## src/rtl/serial_tx_pkg.sv

```systemverilog
// Package: shared types for the serial transmit controller.
// Assumes: char_fmt encodings are fixed as listed in the brief.
package serial_tx_pkg;

    // Asynchronous character format selector
    typedef enum logic [1:0] {
        FMT_SHORT = 2'b00,   // one bit less than the data width
        FMT_BYTE  = 2'b01,   // full data width
        FMT_NINE  = 2'b10,   // full width plus extra bit
        FMT_NINE2 = 2'b11    // same as FMT_NINE
    } char_fmt_e;

endpackage

```

## src/rtl/tx_bit_divider.sv

```systemverilog
// Module: tx_bit_divider
// Counts base-clock enable pulses in a DIV_W-bit wrapping counter and
// flags the pulse on which the counter wraps as a bit tick. It also
// reports whether the count is in the upper half of the bit period.
// Assumes: baud_tick is a single-cycle enable in the clk domain.
module tx_bit_divider #(
    parameter int DIV_W = 4
) (
    input  logic clk,
    input  logic rst_n,
    input  logic baud_tick,
    output logic bit_tick,
    output logic upper_half
);

    logic [DIV_W-1:0] cnt_q;

    // Advance the phase counter once per base pulse
    always_ff @(posedge clk) begin
        if (!rst_n) begin
            cnt_q <= '0;
        end else if (baud_tick) begin
            cnt_q <= cnt_q + 1'b1;
        end
    end

    // Tick on the pulse that wraps the counter; half flag from the MSB
    always_comb begin
        bit_tick   = baud_tick && (cnt_q == {DIV_W{1'b1}});
        upper_half = cnt_q[DIV_W-1];
    end

endmodule

```

## src/rtl/tx_edge_sync.sv

```systemverilog
// Module: tx_edge_sync
// Brings an external shift clock into the clk domain through a chain
// of SYNC_STAGES flops, then flags one cycle per selected edge.
// Assumes: the external clock's high and low phases each last several
// clk periods, so no edge is missed.
module tx_edge_sync #(
    parameter int SYNC_STAGES = 2
) (
    input  logic clk,
    input  logic rst_n,
    input  logic pin,
    input  logic pick_fall,
    output logic edge_evt
);

    logic [SYNC_STAGES:0] chain_q;
    logic                 rise;
    logic                 fall;

    // Shift the pin level through the synchroniser plus one history flop
    always_ff @(posedge clk) begin
        if (!rst_n) begin
            chain_q <= '0;
        end else begin
            chain_q <= {chain_q[SYNC_STAGES-1:0], pin};
        end
    end

    // Compare the synchronised level with its previous value
    always_comb begin
        rise     = chain_q[SYNC_STAGES-1] & ~chain_q[SYNC_STAGES];
        fall     = ~chain_q[SYNC_STAGES-1] & chain_q[SYNC_STAGES];
        edge_evt = pick_fall ? fall : rise;
    end

endmodule

```

## src/rtl/tx_shift_engine.sv

```systemverilog
// Module: tx_shift_engine
// Holding buffer plus output shifter. On each step it either loads the
// buffer (when idle or when the last bit period ends) or shifts one bit.
// Asynchronous frames carry start and stop bits; synchronous frames
// carry DATA_W bits only. Pulses load_pulse on every load.
// Assumes: step is a single-cycle strobe; the modes are stable while a
// character is in flight.
module tx_shift_engine
    import serial_tx_pkg::*;
#(
    parameter int DATA_W  = 8,
    localparam int FRAME_W = DATA_W + 3,
    localparam int LEN_W   = $clog2(FRAME_W + 1)
) (
    input  logic            clk,
    input  logic            rst_n,
    input  logic            step,
    input  logic            wr_en,
    input  logic [DATA_W:0] wr_data,
    input  logic            sync_mode,
    input  logic [1:0]      fmt,
    output logic            busy,
    output logic            txd,
    output logic            load_pulse
);

    logic [DATA_W:0]  buf_q;
    logic             buf_full_q;
    logic [FRAME_W-1:0] shreg_q;
    logic [LEN_W-1:0] left_q;
    logic             busy_q;
    logic             irq_q;
    logic [FRAME_W-1:0] frame_vec;
    logic [LEN_W-1:0] frame_len;
    logic             last_bit;
    logic             load_now;
    char_fmt_e        fmt_e;

    // Build the bit vector and length for the buffered character
    always_comb begin
        fmt_e     = char_fmt_e'(fmt);
        frame_vec = '1;
        frame_len = LEN_W'(DATA_W);
        if (sync_mode) begin
            frame_vec[DATA_W-1:0] = buf_q[DATA_W-1:0];
        end else begin
            frame_vec[0] = 1'b0;
            for (int i = 0; i < DATA_W; i++) begin
                if (i < DATA_W - 1 || fmt_e != FMT_SHORT) begin
                    frame_vec[i+1] = buf_q[i];
                end
            end
            case (fmt_e)
                FMT_SHORT: frame_len = LEN_W'(DATA_W + 1);
                FMT_BYTE:  frame_len = LEN_W'(DATA_W + 2);
                default: begin
                    frame_vec[DATA_W+1] = buf_q[DATA_W];
                    frame_len           = LEN_W'(DATA_W + 3);
                end
            endcase
        end
    end

    // Decide whether this step moves the buffer into the shifter
    always_comb begin
        last_bit = busy_q && (left_q == LEN_W'(1));
        load_now = step && buf_full_q && (!busy_q || last_bit);
    end

    // Holding buffer: the newest write wins; a load empties it
    always_ff @(posedge clk) begin
        if (!rst_n) begin
            buf_q      <= '0;
            buf_full_q <= 1'b0;
        end else begin
            if (wr_en) begin
                buf_q <= wr_data;
            end
            if (wr_en) begin
                buf_full_q <= 1'b1;
            end else if (load_now) begin
                buf_full_q <= 1'b0;
            end
        end
    end

    // Shifter: load, shift in idle ones, or finish the frame
    always_ff @(posedge clk) begin
        if (!rst_n) begin
            shreg_q <= '1;
            left_q  <= '0;
            busy_q  <= 1'b0;
            irq_q   <= 1'b0;
        end else begin
            irq_q <= load_now;
            if (load_now) begin
                shreg_q <= frame_vec;
                left_q  <= frame_len;
                busy_q  <= 1'b1;
            end else if (step && busy_q) begin
                shreg_q <= {1'b1, shreg_q[FRAME_W-1:1]};
                left_q  <= left_q - 1'b1;
                if (last_bit) begin
                    busy_q <= 1'b0;
                end
            end
        end
    end

    // Line output: current bit while busy, idle high otherwise
    always_comb begin
        busy       = busy_q;
        txd        = busy_q ? shreg_q[0] : 1'b1;
        load_pulse = irq_q;
    end

endmodule

```

## src/rtl/serial_tx_ctrl.sv

```systemverilog
// Module: serial_tx_ctrl (top)
// Transmit side of a serial channel: bit divider, external clock
// synchroniser and shift engine, plus the shift-clock pin control.
// Assumes: mode, format, clock-direction and edge controls change only
// while no character is pending or in flight.
module serial_tx_ctrl #(
    parameter int DATA_W      = 8,
    parameter int DIV_W       = 4,
    parameter int SYNC_STAGES = 2
) (
    input  logic            clk,
    input  logic            rst_n,
    input  logic            baud_tick,
    input  logic            wr_en,
    input  logic [DATA_W:0] wr_data,
    input  logic            mode_sync,
    input  logic [1:0]      char_fmt,
    input  logic            clk_ext,
    input  logic            edge_fall,
    input  logic            sclk_in,
    output logic            txd,
    output logic            sclk_out,
    output logic            sclk_oe,
    output logic            tx_empty_irq
);

    logic bit_tick;
    logic upper_half;
    logic ext_edge;
    logic step_evt;
    logic busy;
    logic use_ext;

    tx_bit_divider #(.DIV_W(DIV_W)) u_div (
        .clk        (clk),
        .rst_n      (rst_n),
        .baud_tick  (baud_tick),
        .bit_tick   (bit_tick),
        .upper_half (upper_half)
    );

    tx_edge_sync #(.SYNC_STAGES(SYNC_STAGES)) u_esync (
        .clk       (clk),
        .rst_n     (rst_n),
        .pin       (sclk_in),
        .pick_fall (edge_fall),
        .edge_evt  (ext_edge)
    );

    // Pick the step source: external edges or the divider's bit tick
    always_comb begin
        use_ext  = mode_sync && clk_ext;
        step_evt = use_ext ? ext_edge : bit_tick;
    end

    tx_shift_engine #(.DATA_W(DATA_W)) u_eng (
        .clk        (clk),
        .rst_n      (rst_n),
        .step       (step_evt),
        .wr_en      (wr_en),
        .wr_data    (wr_data),
        .sync_mode  (mode_sync),
        .fmt        (char_fmt),
        .busy       (busy),
        .txd        (txd),
        .load_pulse (tx_empty_irq)
    );

    // Generated shift clock: low in the first half of each busy bit
    always_comb begin
        sclk_oe  = mode_sync && !clk_ext;
        sclk_out = !(sclk_oe && busy && !upper_half);
    end

endmodule

```

## config.mk

```make
export PLATFORM = sky130hd
export DESIGN_NAME = serial_tx_ctrl
export DESIGN_NICKNAME = d
export VERILOG_FILES = /design/src/rtl/serial_tx_pkg.sv /design/src/rtl/tx_bit_divider.sv /design/src/rtl/tx_edge_sync.sv /design/src/rtl/tx_shift_engine.sv /design/src/rtl/serial_tx_ctrl.sv
export SDC_FILE = /design/constraint.sdc
export NUM_CORES = 1
export LEC_CHECK = 0
export ABC_AREA = 1
export BUFFER_PORTS_ARGS = -buffer_cell sky130_fd_sc_hd__buf_2
export CORE_MARGIN = 2
export CORE_UTILIZATION = 60
export CTS_CLUSTER_SIZE = 10
export DETAILED_ROUTE_END_ITERATION = 16
export PLACE_DENSITY = 0.94
export SETUP_SLACK_MARGIN = 0.2
export SLEW_MARGIN = 20
export SYNTH_ARGS = -nofsm -noshare
export SYNTH_HDL_FRONTEND = slang
export SYNTH_SLANG_ARGS = --single-unit
```

## constraint.sdc

```tcl
create_clock -name clk -period 3.6 [get_ports clk]
set_clock_uncertainty 0.2 [all_clocks]
set_input_delay 0.18 -clock clk [delete_from_list [all_inputs] [get_ports clk]]
set_output_delay 0.18 -clock clk [all_outputs]
set_load 0.02 [all_outputs]
```

==> results of run 1 <==
==> power by group <==
part | internal (mW) | switching (mW) | total, mW | leakage [nW]
combinational | 0.0407 | 0.0553 | 0.0960 | 0.659
clock | 0.147 | 0.139 | 0.286 | 0.0414
sequential | 0.379 | 0.00873 | 0.388 | 0.270
==> stage by stage <==
step / total power [mW] / worst slack [ns] / hold slack (ns) / cell area (sq um) / util
floorplan: 0.448 / 2.05 / 0.0776 / 1610 / -
global route: 0.807 / 1.42 / 0.0596 / 1960 / 0.785
global placement: 0.468 / 1.78 / 0.159 / 1700 / 0.679
finish: 0.770 / 1.66 / 0.0469 / 1960 / 0.785
CTS: 0.767 / 1.66 / 0.0358 / 1960 / 0.785
detailed placement: 0.472 / 1.67 / 0.177 / 1700 / 0.679
==> Yosys cell counts (2+ instances only) <==
cell type,number
nand2_1,55
inv_1,34
dfxtp_1,33
nor2_1,32
a21oi_1,20
nand3_1,19
o21ai_0,18
buf_6,3
clkbuf_1,3
ha_1,3
nand2_4,3
o21ai_1,3
buf_1,2
==> state kept, by name, summed over array words and instances, names as in the netlist <==
name / cells
u_eng.buf_q: 9
u_esync.chain_q: 3
u_eng.load_pulse: 1
u_eng.left_q: 4
u_div.cnt_q: 4
u_eng.busy: 1
u_eng.shreg_q: 10
u_eng.buf_full_q: 1
==> metal layers <==
layer | up-vias | part of all wire
met5 | - | 0
met1 | 711 | 0.45
met4 | 0 | 0.0060
li1 | 817 | -
met2 | 47 | 0.49
met3 | 3 | 0.055
==> worst min path at each step <==
stage / start / end / cells past startpoint
2_1_floorplan: sclk_in / u_esync.chain_q[0]$_SDFF_PN0_ / 2
3_3_place_gp: sclk_in / u_esync.chain_q[0]$_SDFF_PN0_ / 3
3_5_place_dp: sclk_in / u_esync.chain_q[0]$_SDFF_PN0_ / 3
4_1_cts: char_fmt[0] / u_eng.left_q[0]$_SDFFE_PN0P_ / 6
5_1_grt: char_fmt[0] / u_eng.left_q[0]$_SDFFE_PN0P_ / 6
6_report: char_fmt[0] / u_eng.left_q[0]$_SDFFE_PN0P_ / 6
==> logic make-up (layout without fill, tap and decap cells) <==
kind of cell             after synthesis  in the layout
AO/OA/AOI/OAI                         43             43
XOR/XNOR                               1              1
adder cells (fa/ha/maj)                3              3
buffers and inverters                 43             82
flip-flops                            33             33
AND/OR/NAND/NOR                      114            114
==> final cells by class <==
class                           instances  area, sq um
Tap cell                               30         37.5
Multi-Input combinational cell        161          762
Inverter                               34          128
Fill cell                             165          538
Timing Repair Buffer                   40          290
Sequential cell                        33          661
Clock buffer                            5         37.5
Clock inverter                          3         46.3
==> what timing repair did <==
item	4_1_cts	5_1_grt
hold buffers	18	0
setup endpoints to repair	0	0
endpoints found under the hold margin	19	0
==> worst register-to-register path: cells and delay by family, from the launching register on <==
family          cells  cell delay [ns]
compound gates      1             0.11
flops               1             0.31
buf+inv             3             0.57
simple gates        6             0.51
fa+ha+maj           1             0.17
==> run metrics, run 1 <==
Placer Congestion 0.876; yosys warns 0; via/cell ratio 5.16; Worst R2R Setup Slack 1.66 ns; largest net degree at the start of global routing 21; H-tree level count 2; Slew Viols, Final 0; total gr overflow 0; Max VDD drop 0.433 mV; fin crit share 0.539; cell family with most CP delay buffers and inverters; Max-Cap Viols 0; Post-CTS Resized 0; FP Rows 18; Clock Root Buffer clkbuf_4; CP bufs+invs 3; # clock sinks 33; GR peak layer met2; largest family of logic cells by synthesized area simple AND/OR/NAND/NOR gates; max incr delay on CP 0.31 ns; Reg-to-Reg Start u_eng.left_q[1]$_SDFFE_PN0P_; die height 55.8 um; ys flop type dfxtp_1; post-synthesis xor/xnor area fraction 0.00545; Compound-Gate Fraction of Synth Area 0.137; drt first pass iters 4; Die W 55.8 um; RSZ-0062 raised after global routing false; die area 3110 sq um; DRC Markers 0; io pins 23; slowest cell on the critical path dfxtp_1; mapped cell area 1610 sq um; Post-CTS Setup Inserts 0; via count 1578; Levels on crit path 11; TritonCTS Buffers 5; core area 2500 sq um; Synth area leaders dfxtp_1 41%, nand2_1 13%, inv_1 7.9%, nor2_1 7.5%, a21oi_1 6.2%; most used cell, CP nand2_1; setup tns final 0 ns; Setup CP Type flop to flop; commonest non-fill, non-tap cell in the layout nand2_1; met3 usage 0.0860; Synth Area in Adders 0.0233; mux cell area share after synthesis 0; Cell variety after synth 22; Async SR Flop Fraction 0; status finished, final reports clean; crit path time final 1.94 ns; layout net count 297; WL final 3670 um; first-pass GRT wire length 6580 um; Syn Nets 259; post-synthesis simple-gate area fraction 0.308; routing usage on met1 0.337; Clock Path Buffers 2; final number of hold-violating endpoints 0; Port Buf Inserts 22; CP Data Required Time 3.65 ns; static leakage 0.971 nW; Worst-path clk slew 0.11 ns; post-synthesis cell count 237; Mapped Avg Cell Area 6.78 sq um; Setup crit end u_eng.shreg_q[0]$_SDFFE_PN1P_; Arrival @ worst endpoint 1.99 ns; 1st-iter DRT viols 68; starting density of the core 0.643; clk_lat worst skew 0.35 ns; FF+latch count, synth 33; vias in the first global route 1501; worst reg-to-reg path cell count 11; DP Cell Count 280; worst slew pin tran 0.447 ns; HPWL Detailed 2260 um; Crit. Startpoint u_eng.left_q[1]$_SDFFE_PN0P_; endpoints failing setup 0; FF-to-FF End u_eng.shreg_q[0]$_SDFFE_PN1P_; GRT met2 Usage 0.440; crit path cell chain inv_1, ha_1, nand3_1, nand2_1, nand2_1, inv_1, nand2_4, inv_1, o21ai_0, nand2_1, nand2_1; GRT Resource Usage Total 0.268; max_slew headroom 0.701; leading area contributor after synthesis dfxtp_1; most frequent cells in the layout 55 x nand2_1, 34 x inv_1, 33 x dfxtp_1, 32 x nor2_1, 22 x buf_2; Fmax achieved 516 MHz; Synth top area share 0.411; critical-path maximum fanout 12; non-filler cells in the finished layout 306; Area growth syn-to-layout 22.0%; register area share after synthesis 0.411; initial antenna violation count 0; critical path startpoint category flop; CTS tree yes; power per cell area 393 nW/um^2; Antenna Nets Post-Route 0; n_diodes 0; min-delay worst type primary input to flop; ratio of cells with drive above 1 in the final layout 0.138; EDFF count, synth 0; CP Capture Type flop; drt wl/cell 12.0 um
Note: power is estimated with default switching activity, not from simulation.
==> run 2, diff against run 1 <==
--- a/config.mk
+++ b/config.mk
@@ -8,10 +8,10 @@
 export ABC_AREA = 1
 export BUFFER_PORTS_ARGS = -buffer_cell sky130_fd_sc_hd__buf_2
 export CORE_MARGIN = 2
-export CORE_UTILIZATION = 60
+export CORE_UTILIZATION = 50
 export CTS_CLUSTER_SIZE = 10
 export DETAILED_ROUTE_END_ITERATION = 16
-export PLACE_DENSITY = 0.94
+export PLACE_DENSITY = 0.85
 export SETUP_SLACK_MARGIN = 0.2
 export SLEW_MARGIN = 20
 export SYNTH_ARGS = -nofsm -noshare
==> constraint.sdc (replaced) <==
create_clock -name clk -period 1.7 [get_ports clk]
set_clock_uncertainty 0.2 [all_clocks]
set_input_delay 0.085 -clock clk [delete_from_list [all_inputs] [get_ports clk]]
set_output_delay 0.085 -clock clk [all_outputs]
set_load 0.02 [all_outputs]
==> run 2 against run 1 <==
The flow now finishes with violations (negative hold slack). Critical path depth decreased by 1. Sequential cell count unchanged. Design area rose by 17%. Critical path type unchanged. Largest cell class unchanged.
==> run metrics, run 2 (synthesis results as in run 1) <==
Max VDD drop 0.740 mV; worst slew pin tran 0.562 ns; CP Data Required Time 1.79 ns; vias in the first global route 1802; DRC Markers 0; n_diodes 0; 1st-iter DRT viols 84; HPWL Detailed 2370 um; largest reg by FF count u_eng.shreg_q; RSZ-0062 raised after global routing true; Setup CP Type flop to flop; Area growth syn-to-layout 42.5%; first-pass GRT wire length 7520 um; hold path startpoint rst_n; drt first pass iters 4; H-tree level count 2; GRT Resource Usage Total 0.283; via/cell ratio 5.17; status finished, violations left; die height 60.7 um; Slew Viols, Final 0; critical-path maximum fanout 6; core area 3050 sq um; Largest regs u_eng.shreg_q (10), u_eng.buf_q (9); Seq. cell area 666 sq um; clock share of power 0.283; Clock Root Buffer clkbuf_4; max incr delay on CP 0.37 ns; most used cell, CP nand2_2; Post-Place Setup Slack 0.0354 ns; Placer Congestion 0.904; # clock sinks 33; CP bufs+invs 1; FP Rows 20; largest net degree at the start of global routing 21; cell family with most CP delay simple AND/OR/NAND/NOR gates; WL final 4690 um; Arrival @ worst endpoint 1.71 ns; Internal 1.09 mW; Clock Path Buffers 2; failing checks negative hold slack; drt wl/cell 13.6 um; ratio of cells with drive above 1 in the final layout 0.283; Antenna Nets Post-Route 0; Reg-to-Reg Start u_div.cnt_q[0]$_SDFFE_PN0P_; layout net count 321; total gr overflow 0; clk_lat worst skew 0.35 ns; Crit. Startpoint u_div.cnt_q[0]$_SDFFE_PN0P_; Worst-path clk slew 0.10 ns; critical path startpoint category flop; min-delay worst type primary input to flop; non-filler cells in the finished layout 344; final number of hold-violating endpoints 1; CTS tree yes; fin crit share 0.955; DP Cell Count 298; Final Power 1.54 mW; setup ws final 0.0769 ns; CP Capture Type flop; Seq pwr share 0.537; slowest cell on the critical path dfxtp_2; commonest non-fill, non-tap cell in the layout nand2_1; crit path time final 1.62 ns; Port Buf Inserts 22; multi-input logic area 886 sq um; Net Sw Power 446 uW; TritonCTS Buffers 5; endpoints failing setup 0; switching share of power 0.290; fillcell total 235; static leakage 1.06 nW; power per cell area 671 nW/um^2; final hold slack -0.0535 ns; die area 3690 sq um; Max-Cap Viols 0; most frequent cells in the layout 46 x nand2_1, 32 x nor2_1, 31 x inv_1, 29 x dfxtp_1, 22 x buf_2; starting density of the core 0.527; max_slew headroom 0.625; Fmax achieved 616 MHz; io pins 23; Die W 60.7 um; via count 1777; initial antenna violation count 0; max FFs per register 10; crit path cell chain ha_4, nand3_4, nor2_2, nand2_2, nand2_4, nand2_8, buf_6, nand2_2, nand2_1, a21oi_2; Comb power frac 0.180
run 2: path summary, 6_finish.rpt:
kind	end	slack [ns]	cells after the start
worst max register to register	u_eng.left_q[3]$_SDFFE_PN0P_	0.08	10
worst max-delay path	u_eng.left_q[3]$_SDFFE_PN0P_	0.08	10
worst min register to register	u_esync.chain_q[1]$_SDFF_PN0_	0.23	2
worst min-delay path	u_eng.buf_q[0]$_SDFFE_PN0P_	-0.05	4
run 2: cell type report:
type	count	share of cell area
Sequential cell	33	0.291
Inverter	34	0.0612
Tap cell	44	0.0240
Timing Repair Buffer	64	0.215
Multi-Input combinational cell	161	0.387
Clock buffer	6	0.0180
Clock inverter	2	0.00437
run 2: timing repair:
action                                  CTS  global route
resized for setup                        21            21
endpoints found under the setup margin   14            20
pin swaps                                11             7
hold buffers                             22             0
endpoints found under the hold margin    22             0
cloned                                    1             0
setup buffers                            15             1
run 2: stage by stage:
step                area (sq um)  utilization  setup TNS (ns)
floorplan                   1630            -               0
global placement            1760        0.577               0
detailed placement          1760        0.577               0
CTS                         2220        0.727               0
global route                2290        0.750         -0.0325
finish                      2290        0.750               0
run 2: worst reg2reg max path, cell delays in order, from the launching register on:
cell	delay, ns
dfxtp_2	0.37
ha_4	0.16
nand3_4	0.09
nor2_2	0.10
nand2_2	0.07
nand2_4	0.13
nand2_8	0.09
buf_6	0.15
nand2_2	0.05
nand2_1	0.06
a21oi_2	0.11
run 2: power by group through the flow:
| stage | clock network [mW] | logic, mW | registers, mW |
|---|---|---|---|
| floorplan | 0 | 0.121 | 0.835 |
| global placement | 0 | 0.167 | 0.839 |
| detailed placement | 0 | 0.170 | 0.840 |
| CTS | 0.426 | 0.248 | 0.822 |
| global route | 0.464 | 0.303 | 0.828 |
| finish | 0.435 | 0.277 | 0.825 |
run 2: routing by layer:
| layer | wire [um] | track usage | up-vias |
|---|---|---|---|
| met2 | 2380 | 0.490 | 81 |
| met5 | 0 | 0 | - |
| met1 | 1880 | 0.316 | 810 |
| met4 | 160 | 0.155 | 0 |
| met3 | 273 | 0.0725 | 17 |
| li1 | - | - | 869 |
